`config.mk`:
```
export PLATFORM = sky130hd
export DESIGN_NAME = virq_router
export DESIGN_NICKNAME = d
export VERILOG_FILES = /design/src/rtl/virq_pkg.sv /design/src/rtl/virq_pending.sv /design/src/rtl/virq_arbiter.sv /design/src/rtl/virq_level.sv /design/src/rtl/virq_router.sv
export SDC_FILE = /design/constraint.sdc
export NUM_CORES = 1
export LEC_CHECK = 0
export BUFFER_PORTS_ARGS = -buffer_cell sky130_fd_sc_hd__buf_2
export CAP_MARGIN = 30
export CELL_PAD_IN_SITES_DETAIL_PLACEMENT = 1
export CELL_PAD_IN_SITES_GLOBAL_PLACEMENT = 1
export CORE_MARGIN = 10
export CORE_UTILIZATION = 38
export DETAILED_ROUTE_END_ITERATION = 10
export PLACE_DENSITY_LB_ADDON = 0.15
export SLEW_MARGIN = 20
export SYNTH_ARGS = -nofsm -noshare
export SYNTH_HDL_FRONTEND = slang
export SYNTH_SLANG_ARGS = --single-unit
```
`constraint.sdc`:
```
create_clock -name clk -period 2.91 [get_ports clk]
set_input_delay 0.7275 -clock clk [delete_from_list [all_inputs] [get_ports clk]]
set_output_delay 0.7275 -clock clk [all_outputs]
set_load 0.05 [all_outputs]
```
`src/rtl/virq_pkg.sv`:
```
package virq_pkg;
  typedef enum logic [1:0] {
    LVL_GU = 2'b00,
    LVL_GS = 2'b01,
    LVL_HV = 2'b10
  } lvl_e;
endpackage

```
`src/rtl/virq_pending.sv`:
```
// Pending latches: set by requests, cleared when the arbiter takes them.
module virq_pending #(
  parameter int NSRC = 8
) (
  input  logic            clk,
  input  logic            rst,
  input  logic            in_guest,
  input  logic [NSRC-1:0] irq_req,
  input  logic            flt_req,
  input  logic            hsc_req,
  input  logic            gsc_req,
  input  logic            db_hit,
  input  logic [NSRC-1:0] clr_irq,
  input  logic            clr_flt,
  input  logic            clr_hsc,
  input  logic            clr_gsc,
  input  logic            clr_db,
  output logic [NSRC-1:0] pend_irq,
  output logic            pend_flt,
  output logic            pend_hsc,
  output logic            pend_gsc,
  output logic            pend_db
);
  for (genvar g = 0; g < NSRC; g++) begin : g_src
    always_ff @(posedge clk) begin
      if (rst) pend_irq[g] <= 1'b0;
      else     pend_irq[g] <= irq_req[g] | (pend_irq[g] & ~clr_irq[g]);
    end
  end

  // synchronous exceptions only exist while a guest is running
  always_ff @(posedge clk) begin
    if (rst) begin
      pend_flt <= 1'b0;
      pend_hsc <= 1'b0;
      pend_gsc <= 1'b0;
      pend_db  <= 1'b0;
    end else begin
      pend_flt <= (in_guest & flt_req) | (pend_flt & ~clr_flt);
      pend_hsc <= (in_guest & hsc_req) | (pend_hsc & ~clr_hsc);
      pend_gsc <= (in_guest & gsc_req) | (pend_gsc & ~clr_gsc);
      pend_db  <= db_hit | (pend_db & ~clr_db);
    end
  end
endmodule

```
`src/rtl/virq_arbiter.sv`:
```
// Fixed-priority selection of the next event to take.
module virq_arbiter #(
  parameter int NSRC  = 8,
  parameter int VEC_W = 4
) (
  input  logic             in_guest,
  input  logic             guest_ie,
  input  logic             db_enable,
  input  logic [NSRC-1:0]  route_guest,
  input  logic [NSRC-1:0]  pend_irq,
  input  logic             pend_flt,
  input  logic             pend_hsc,
  input  logic             pend_gsc,
  input  logic             pend_db,
  output logic             win_valid,
  output logic             win_hyp,
  output logic [VEC_W-1:0] win_vec,
  output logic [NSRC-1:0]  sel_irq,
  output logic             sel_flt,
  output logic             sel_hsc,
  output logic             sel_gsc,
  output logic             sel_db
);
  localparam logic [VEC_W-1:0] VEC_FLT = VEC_W'(NSRC);
  localparam logic [VEC_W-1:0] VEC_HSC = VEC_W'(NSRC + 1);
  localparam logic [VEC_W-1:0] VEC_GSC = VEC_W'(NSRC + 2);
  localparam logic [VEC_W-1:0] VEC_DB  = VEC_W'(NSRC + 3);

  logic [NSRC-1:0]  hv_irq, gs_irq, hv_one, gs_one;
  logic [VEC_W-1:0] hv_idx, gs_idx;

  assign hv_irq = pend_irq & ~route_guest;
  assign gs_irq = pend_irq & route_guest;
  // isolate lowest set bit
  assign hv_one = hv_irq & (~hv_irq + NSRC'(1));
  assign gs_one = gs_irq & (~gs_irq + NSRC'(1));

  always_comb begin
    hv_idx = '0;
    gs_idx = '0;
    for (int i = 0; i < NSRC; i++) begin
      if (hv_one[i]) hv_idx = VEC_W'(i);
      if (gs_one[i]) gs_idx = VEC_W'(i);
    end
  end

  always_comb begin
    win_valid = 1'b0;
    win_hyp   = 1'b0;
    win_vec   = '0;
    sel_irq   = '0;
    sel_flt   = 1'b0;
    sel_hsc   = 1'b0;
    sel_gsc   = 1'b0;
    sel_db    = 1'b0;
    if (in_guest) begin
      if (pend_flt) begin
        win_valid = 1'b1; win_hyp = 1'b1; win_vec = VEC_FLT; sel_flt = 1'b1;
      end else if (pend_hsc) begin
        win_valid = 1'b1; win_hyp = 1'b1; win_vec = VEC_HSC; sel_hsc = 1'b1;
      end else if (pend_gsc) begin
        win_valid = 1'b1; win_vec = VEC_GSC; sel_gsc = 1'b1;
      end else if (|hv_irq) begin
        win_valid = 1'b1; win_hyp = 1'b1; win_vec = hv_idx; sel_irq = hv_one;
      end else if ((|gs_irq) && guest_ie) begin
        win_valid = 1'b1; win_vec = gs_idx; sel_irq = gs_one;
      end else if (pend_db && db_enable) begin
        win_valid = 1'b1; win_vec = VEC_DB; sel_db = 1'b1;
      end
    end
  end
endmodule

```
`src/rtl/virq_level.sv`:
```
// Privilege level with separate hypervisor and guest save slots.
module virq_level
  import virq_pkg::*;
(
  input  logic       clk,
  input  logic       rst,
  input  logic       take_en,
  input  logic       take_hyp,
  input  logic       rfi_hyp,
  input  logic       rfi_guest,
  output logic [1:0] level_o,
  output logic       in_guest,
  output logic       ret_do
);
  lvl_e level_q, hv_save, gs_save;
  logic ret_hv, ret_gs;

  assign ret_hv   = rfi_hyp && (level_q == LVL_HV);
  assign ret_gs   = !ret_hv && rfi_guest && (level_q == LVL_GS);
  assign ret_do   = ret_hv | ret_gs;
  assign in_guest = (level_q != LVL_HV);
  assign level_o  = level_q;

  always_ff @(posedge clk) begin
    if (rst) begin
      level_q <= LVL_HV;
      hv_save <= LVL_GS;
      gs_save <= LVL_GU;
    end else if (ret_hv) begin
      level_q <= hv_save;
    end else if (ret_gs) begin
      level_q <= gs_save;
    end else if (take_en) begin
      if (take_hyp) begin
        hv_save <= level_q;
        level_q <= LVL_HV;
      end else begin
        gs_save <= level_q;
        level_q <= LVL_GS;
      end
    end
  end
endmodule

```
`src/rtl/virq_router.sv`:
```
module virq_router #(
  parameter int NSRC  = 8,
  parameter int PID_W = 4,
  parameter int VEC_W = $clog2(NSRC + 4)
) (
  input  logic             clk,
  input  logic             rst,
  input  logic [NSRC-1:0]  irq_req,
  input  logic [NSRC-1:0]  route_guest,
  input  logic             guest_ie,
  input  logic             priv_fault,
  input  logic             sc_req,
  input  logic             sc_hyp,
  input  logic             db_send,
  input  logic [PID_W-1:0] db_pid,
  input  logic [PID_W-1:0] cur_pid,
  input  logic             db_enable,
  input  logic             rfi_hyp,
  input  logic             rfi_guest,
  output logic             take,
  output logic             take_to_hyp,
  output logic [VEC_W-1:0] take_vec,
  output logic [1:0]       priv_level,
  output logic             ret_done
);
  logic             in_guest, ret_do, take_en;
  logic [NSRC-1:0]  pend_irq, sel_irq;
  logic             pend_flt, pend_hsc, pend_gsc, pend_db;
  logic             sel_flt, sel_hsc, sel_gsc, sel_db;
  logic             win_valid, win_hyp;
  logic [VEC_W-1:0] win_vec;

  assign take_en = win_valid & ~ret_do;

  virq_pending #(.NSRC(NSRC)) u_pend (
    .clk      (clk),
    .rst      (rst),
    .in_guest (in_guest),
    .irq_req  (irq_req),
    .flt_req  (priv_fault),
    .hsc_req  (sc_req & sc_hyp),
    .gsc_req  (sc_req & ~sc_hyp),
    .db_hit   (db_send && (db_pid == cur_pid)),
    .clr_irq  (sel_irq & {NSRC{take_en}}),
    .clr_flt  (sel_flt & take_en),
    .clr_hsc  (sel_hsc & take_en),
    .clr_gsc  (sel_gsc & take_en),
    .clr_db   (sel_db & take_en),
    .pend_irq (pend_irq),
    .pend_flt (pend_flt),
    .pend_hsc (pend_hsc),
    .pend_gsc (pend_gsc),
    .pend_db  (pend_db)
  );

  virq_arbiter #(.NSRC(NSRC), .VEC_W(VEC_W)) u_arb (
    .in_guest    (in_guest),
    .guest_ie    (guest_ie),
    .db_enable   (db_enable),
    .route_guest (route_guest),
    .pend_irq    (pend_irq),
    .pend_flt    (pend_flt),
    .pend_hsc    (pend_hsc),
    .pend_gsc    (pend_gsc),
    .pend_db     (pend_db),
    .win_valid   (win_valid),
    .win_hyp     (win_hyp),
    .win_vec     (win_vec),
    .sel_irq     (sel_irq),
    .sel_flt     (sel_flt),
    .sel_hsc     (sel_hsc),
    .sel_gsc     (sel_gsc),
    .sel_db      (sel_db)
  );

  virq_level u_lvl (
    .clk       (clk),
    .rst       (rst),
    .take_en   (take_en),
    .take_hyp  (win_hyp),
    .rfi_hyp   (rfi_hyp),
    .rfi_guest (rfi_guest),
    .level_o   (priv_level),
    .in_guest  (in_guest),
    .ret_do    (ret_do)
  );

  always_ff @(posedge clk) begin
    if (rst) begin
      take        <= 1'b0;
      take_to_hyp <= 1'b0;
      take_vec    <= '0;
      ret_done    <= 1'b0;
    end else begin
      take     <= take_en;
      ret_done <= ret_do;
      if (take_en) begin
        take_to_hyp <= win_hyp;
        take_vec    <= win_vec;
      end
    end
  end
endmodule

```
# Word level (Yosys, flattened, before mapping)
# Cells that the tools add are included.
op_classes:
  n_eq_ne: 4
  n_reduce_logical: 12
  n_bitwise: 60
  add_sub_neg: 2
  n_mux: 58
ops:
  columns: ["op", "n"]
  rows:
  - ["2-to-1 mux 8 bit", 6]
  - ["AND 8 bit", 5]
  - ["2-to-1 mux 1 bit", 29]
  - ["2-to-1 mux 4 bit", 7]
  - ["2-to-1 mux 3 bit", 8]
  - ["NOT 8 bit", 3]
  - ["AND 1 bit", 22]
  - ["NOT 1 bit", 17]
  - ["adder 8 x 1 -> 8 bit (second input constant)", 2]
  - ["2-to-1 mux 2 bit", 8]
  - ["OR reduction 8 bit", 2]
  - ["bitwise OR 1 bit", 13]
  - ["AND reduction 4 bit", 2]
  - ["logical AND 1 bit", 6]
  - ["== test 4 bit", 1]
  - ["nonzero test 3 bit", 1]
  - ["== test 2 x 1 -> 1 bit (second input constant)", 1]
  - ["== test 2 bit (second input constant)", 1]
  - ["!= test 2 bit (second input constant)", 1]
  - ["logical NOT 1 bit", 1]
totals:
  elab_cells: 155
  inputBits: 34
  ff_bits: 25

# Logic depth before layout (Yosys ltp)
depth:
  ltp_word: 17
  depth_mapped: 7

# Hierarchy
# From an unflattened synthesis, not the netlist that was laid out.
unflattened:
  hier_cells: 232
  hier_area_um2: 1824.2
by_module_without_submodules:
  columns: ["module", "n_inst", "cells_per_inst", "area_per_inst_um2", "seq_area_each_um2"]
  rows:
  - ["virq_arbiter", 1, 94, 575.6, 0.0]
  - ["virq_pending", 1, 49, 469.2, 240.2]
  - ["virq_router", 1, 50, 396.6, 140.1]
  - ["virq_level", 1, 39, 382.9, 120.1]

# Worst setup path after synthesis
# OpenSTA, ideal clock, no wires.
synth_timing:
  kind: "input to register"
  from: "input port route_guest[4]"
  to: "register u_lvl.gs_save[1]"
  path_buffers: 1
  t_required_ns: 2.793
  path_slack_ns: 0.510
  t_arrival_ns: 2.283
  stages: 7
  cell_sequence: "a22o_4 -> o41ai_4 -> nor4b_4 -> nand2b_1 -> buf_6 -> nor2_4 -> a32o_1"
synth_between:
  elab_chain_cells: 11
  elab_cells_between_ends: 20
synth_rtl:
  columns: ["element", "line", "text"]
  rows:
  - ["start, declared", "virq_router.sv:9", "input logic [NSRC-1:0] route_guest,"]
  - ["AND 8 bit", "virq_arbiter.sv:33", "assign gs_irq = pend_irq & route_guest;"]
  - ["OR reduction 8 bit", "virq_arbiter.sv:65", "end else if ((|gs_irq) && guest_ie) begin"]
  - ["logical AND 1 bit", "virq_arbiter.sv:65", null]
  - ["2-to-1 mux 1 bit", "virq_arbiter.sv:65", null]
  - ["2-to-1 mux 1 bit", "virq_arbiter.sv:63", "end else if (|hv_irq) begin"]
  - ["2-to-1 mux 1 bit", "virq_arbiter.sv:61", "end else if (pend_gsc) begin"]
  - ["2-to-1 mux 1 bit", "virq_arbiter.sv:59", "end else if (pend_hsc) begin"]
  - ["2-to-1 mux 1 bit", "virq_arbiter.sv:57", "if (pend_flt) begin"]
  - ["2-to-1 mux 1 bit", "virq_arbiter.sv:56", "if (in_guest) begin"]
  - ["AND 1 bit", "virq_router.sv:33", "assign take_en = win_valid & ~ret_do;"]
  - ["AND reduction 4 bit (no line) (*)", null, null]
  - ["end signal, assigned", "virq_level.sv:38", "gs_save <= level_q;"]
  - ["end, declared", "virq_level.sv:15", "lvl_e level_q, hv_save, gs_save;"]
# Every way passes the cells marked *; elsewhere a longest branch is shown, timed or not.
# A chain may end at the register's enable or synchronous reset.

# Worst setup path after layout
layout_timing:
  from: "input port route_guest[4]"
  to: "register take_vec[2]"
layout_between:
  elab_chain_cells: 14
  elab_cells_between_ends: 33
layout_rtl:
  columns: ["element", "line", "text"]
  rows:
  - ["AND 8 bit / NOT 8 bit (equally long branches)", "virq_arbiter.sv:33, virq_arbiter.sv:32", null]
  - ["NOT 8 bit / AND 8 bit (equally long branches)", "virq_arbiter.sv:36, virq_arbiter.sv:32", null]
  - ["adder 8 x 1 -> 8 bit / NOT 8 bit (equally long branches)", "virq_arbiter.sv:36, virq_arbiter.sv:35", null]
  - ["AND 8 bit / adder 8 x 1 -> 8 bit (equally long branches)", "virq_arbiter.sv:36, virq_arbiter.sv:35", null]
  - ["2-to-1 mux 3 bit / AND 8 bit (equally long branches)", "virq_arbiter.sv:43, virq_arbiter.sv:35", null]
  - ["2-to-1 mux 3 bit, on equally long branches (3 in series)", "virq_arbiter.sv:43, virq_arbiter.sv:42", null]
  - ["2-to-1 mux 4 bit / 2-to-1 mux 3 bit (equally long branches)", "virq_arbiter.sv:65, virq_arbiter.sv:42", null]
  - ["2-to-1 mux 4 bit", "virq_arbiter.sv:63", null]
  - ["2-to-1 mux 4 bit", "virq_arbiter.sv:61", null]
  - ["2-to-1 mux 4 bit", "virq_arbiter.sv:59", null]
  - ["2-to-1 mux 4 bit", "virq_arbiter.sv:57", null]
  - ["2-to-1 mux 4 bit", "virq_arbiter.sv:56", null]
  - ["end signal, assigned", "virq_router.sv:99", "take_vec <= win_vec;"]
  - ["end, declared", "virq_router.sv:22", "output logic [VEC_W-1:0] take_vec,"]
# Parallel ways exist; a longest one is shown, timed or not.

==> reports/metrics.cfg <==
[clock_tree]
cts-root-buf = clkbuf_8
tritoncts = done
hold_buffers = 0
cts_buffers = 3
post-cts-setup-buffers = 0
clkTransAtPathRegs_ns = 0.10
clock_sinks = 25
insertion_delay_ns = 0.28
htreeDepth = 1
clock_path_buffers = 2
cts-resized-gates = 0

[placement]
place_congestion = 0.880
io_buffers = 42
dp_hpwl_um = 4070
placed_area_um2 = 1880

[floorplan]
die_w_um = 84.5
fp-row-count = 23
start_util_pct = 39.3
die-area_um2 = 7150
die_height_um = 84.5
ios = 43
core-area_um2 = 4030

[setup_path]
critPathKind = input pin to flip-flop
crit_slowest_cell = or4_4
slowest_delay_ns = 0.58
path_buf_inv = 1
setup.worst_path.start_class = input pin
worstPathRequired_ns = 3.09
path_cells = buf_2 -> nor2b_1 -> or4_4 -> nor4b_4 -> nand2b_1 -> nor2_1 -> a31o_2
cp.arrival_ns = 2.60
critical_path.top_delay_family = simple AND/OR/NAND/NOR gates
end_kind = flip-flop
path_max_fanout = 9

[sta]
finClkSkew_ns = 0.00716
finalCriticalPeriod_ns = 2.42
tns_ns = 0
tightestPinTransition_ns = 0.519
finalHoldViolCount = 0
slew_violations = 0
fin_crit_sh_pct = 83.0
hold_ws_ns = 0.465
finalSetupViolCount = 0
rsz0062_at_grt = no
slew_headroom_pct = 65.1
max_freq_mhz = 414

[drt]
dr.pass1.iters = 4
wire_per_inst_um = 17.5
ant_nets = 0
wl_um = 5130
drc = 0
vias = 1664
drt_iter0_markers = 88
routed_via_density = 5.66

[synth]
yosysSeqAreaShare_pct = 31.6
syn_inst = 196
ys_seq_elements = 25
synth_area_leaders = dfxtp_1 32%, nor2_1 6.2%, a21oi_1 4.7%
synth_flop_cell = dfxtp_1
syn_area_per_cell_um2 = 8.08
synth_top_area_share_pct = 31.6
yosysWarnings = 0
synth.distinct_cells = 55
syn-num-nets = 230
synth_edf_count = 0
synthesis.area_um2 = 1580
synth_top_cell_by_area = dfxtp_1
async_reset_ff_share_pct = 0

[power]
power_density_nw_per_um2 = 850
power_uw = 1640
vdd_drop_max_uv = 447
p_leak_uw = 0.000795

[finish]
nets = 279
nFillCells = 519
fin_util_pct = 47.8
layout_commonest_cell = buf_2
final_cell_mix = 42 x buf_2, 26 x nor2_1, 25 x dfxtp_1, 19 x nand2_1, 15 x a21oi_1
diodes = 0
final_cell_area_um2 = 1930
syn_to_final_growth_pct = 21.7
drive_gt1_share_pct = 25.8

[grt]
grtUsageTotal_pct = 14.0
grt_antenna_before_repair = 0
grt_max_degree = 24
grt_pass1_vias = 1769
overflow = 0
grt_pass1_wl_um = 8600

[min_path]
hp-class = flip-flop to flip-flop

[outcome]
outcome = complete, no violations

[run]
cap_violations = 0

## sequential cells by signal, indices dropped and copies added (netlist names)
signal,cells
u_pend.pend_irq,8
take_vec,4
u_lvl.gs_save,2
u_lvl.hv_save,2
u_lvl.level_o,2
ret_done,1
take,1
take_to_hyp,1
u_pend.pend_db,1
u_pend.pend_flt,1
u_pend.pend_gsc,1
u_pend.pend_hsc,1
## metal layers
layer / GRT usage, % / wire, µm / vias to the layer above
met4: 3.29 / 57 / 0
met5: 0 / 0 / -
met1: 19.0 / 2550 / 778
met3: 3.57 / 311 / 7
met2: 21.3 / 2220 / 45
li1: - / - / 834
## synth_stat cells, types with 2 or more instances
| master | number |
|---|---|
| nor2_1 | 26 |
| dfxtp_1 | 25 |
| nand2_1 | 19 |
| a21oi_1 | 15 |
| nor2b_1 | 9 |
| nand3_1 | 7 |
| inv_1 | 6 |
| nand2b_1 | 6 |
| nor3_1 | 5 |
| o21ai_0 | 5 |
| a211oi_1 | 4 |
| a311oi_1 | 4 |
| nor4_1 | 4 |
| or3_1 | 4 |
| a22o_1 | 3 |
| and2_1 | 3 |
| nand4_1 | 3 |
| o2111ai_1 | 3 |
| xor2_1 | 3 |
| a32oi_1 | 2 |
| clkbuf_1 | 2 |
| mux2i_1 | 2 |
| nor2_4 | 2 |
| o311ai_0 | 2 |
| xnor2_1 | 2 |
## layout make-up
cell class              instances  area, µm²  share of cell area, %
multi-input cells             161       1040                   53.8
clock inverters                 1       7.51                  0.390
well taps                      50       62.6                   3.25
clock buffers                   3       41.3                   2.14
inverters                       6       22.5                   1.17
repair buffers                 48        255                   13.3
flip-flops and latches         25        500                   26.0
## kinds of logic (layout without fill, tap and decap cells)
group,count (synthesis),in the layout,share of synthesized area [%]
flops,25,25,31.6
compound gates,59,59,29.1
simple gates,95,95,32.3
buf+inv,10,58,2.92
xor+xnor,5,5,2.77
mux,2,2,1.26
## worst paths after layout
| check | start | to | slack (ns) | depth (start not counted) |
|---|---|---|---|---|
| max reg2reg | u_pend.pend_irq[4] | take_vec[2] | 0.60 | 6 |
| min | take_vec[1] | take_vec[1] | 0.47 | 2 |
| max | route_guest[4] | take_vec[2] | 0.49 | 7 |
| min reg2reg | take_vec[1] | take_vec[1] | 0.47 | 2 |
## where the power goes
group | switching (µW) | internal (µW)
registers | 97.1 | 434
clock network | 123 | 97.3
logic | 588 | 297
total | 809 | 828
## worst register-to-register path, delay by kind of cell (launching register included)
family | cells | cell delay, ns
AOI/OAI and AO/OA | 1 | 0.22
and+or+nand+nor | 5 | 1.61
DFF | 1 | 0.38
## per-stage QoR
step / cells / worst slack, ns
2_1_floorplan: 196 / 0.510
3_3_place_gp: 290 / 0.263
3_5_place_dp: 290 / 0.200
4_1_cts: 294 / 0.502
5_1_grt: 294 / 0.379
6_report: 294 / 0.495
No activity file was read; power rests on OpenSTA's default activity.
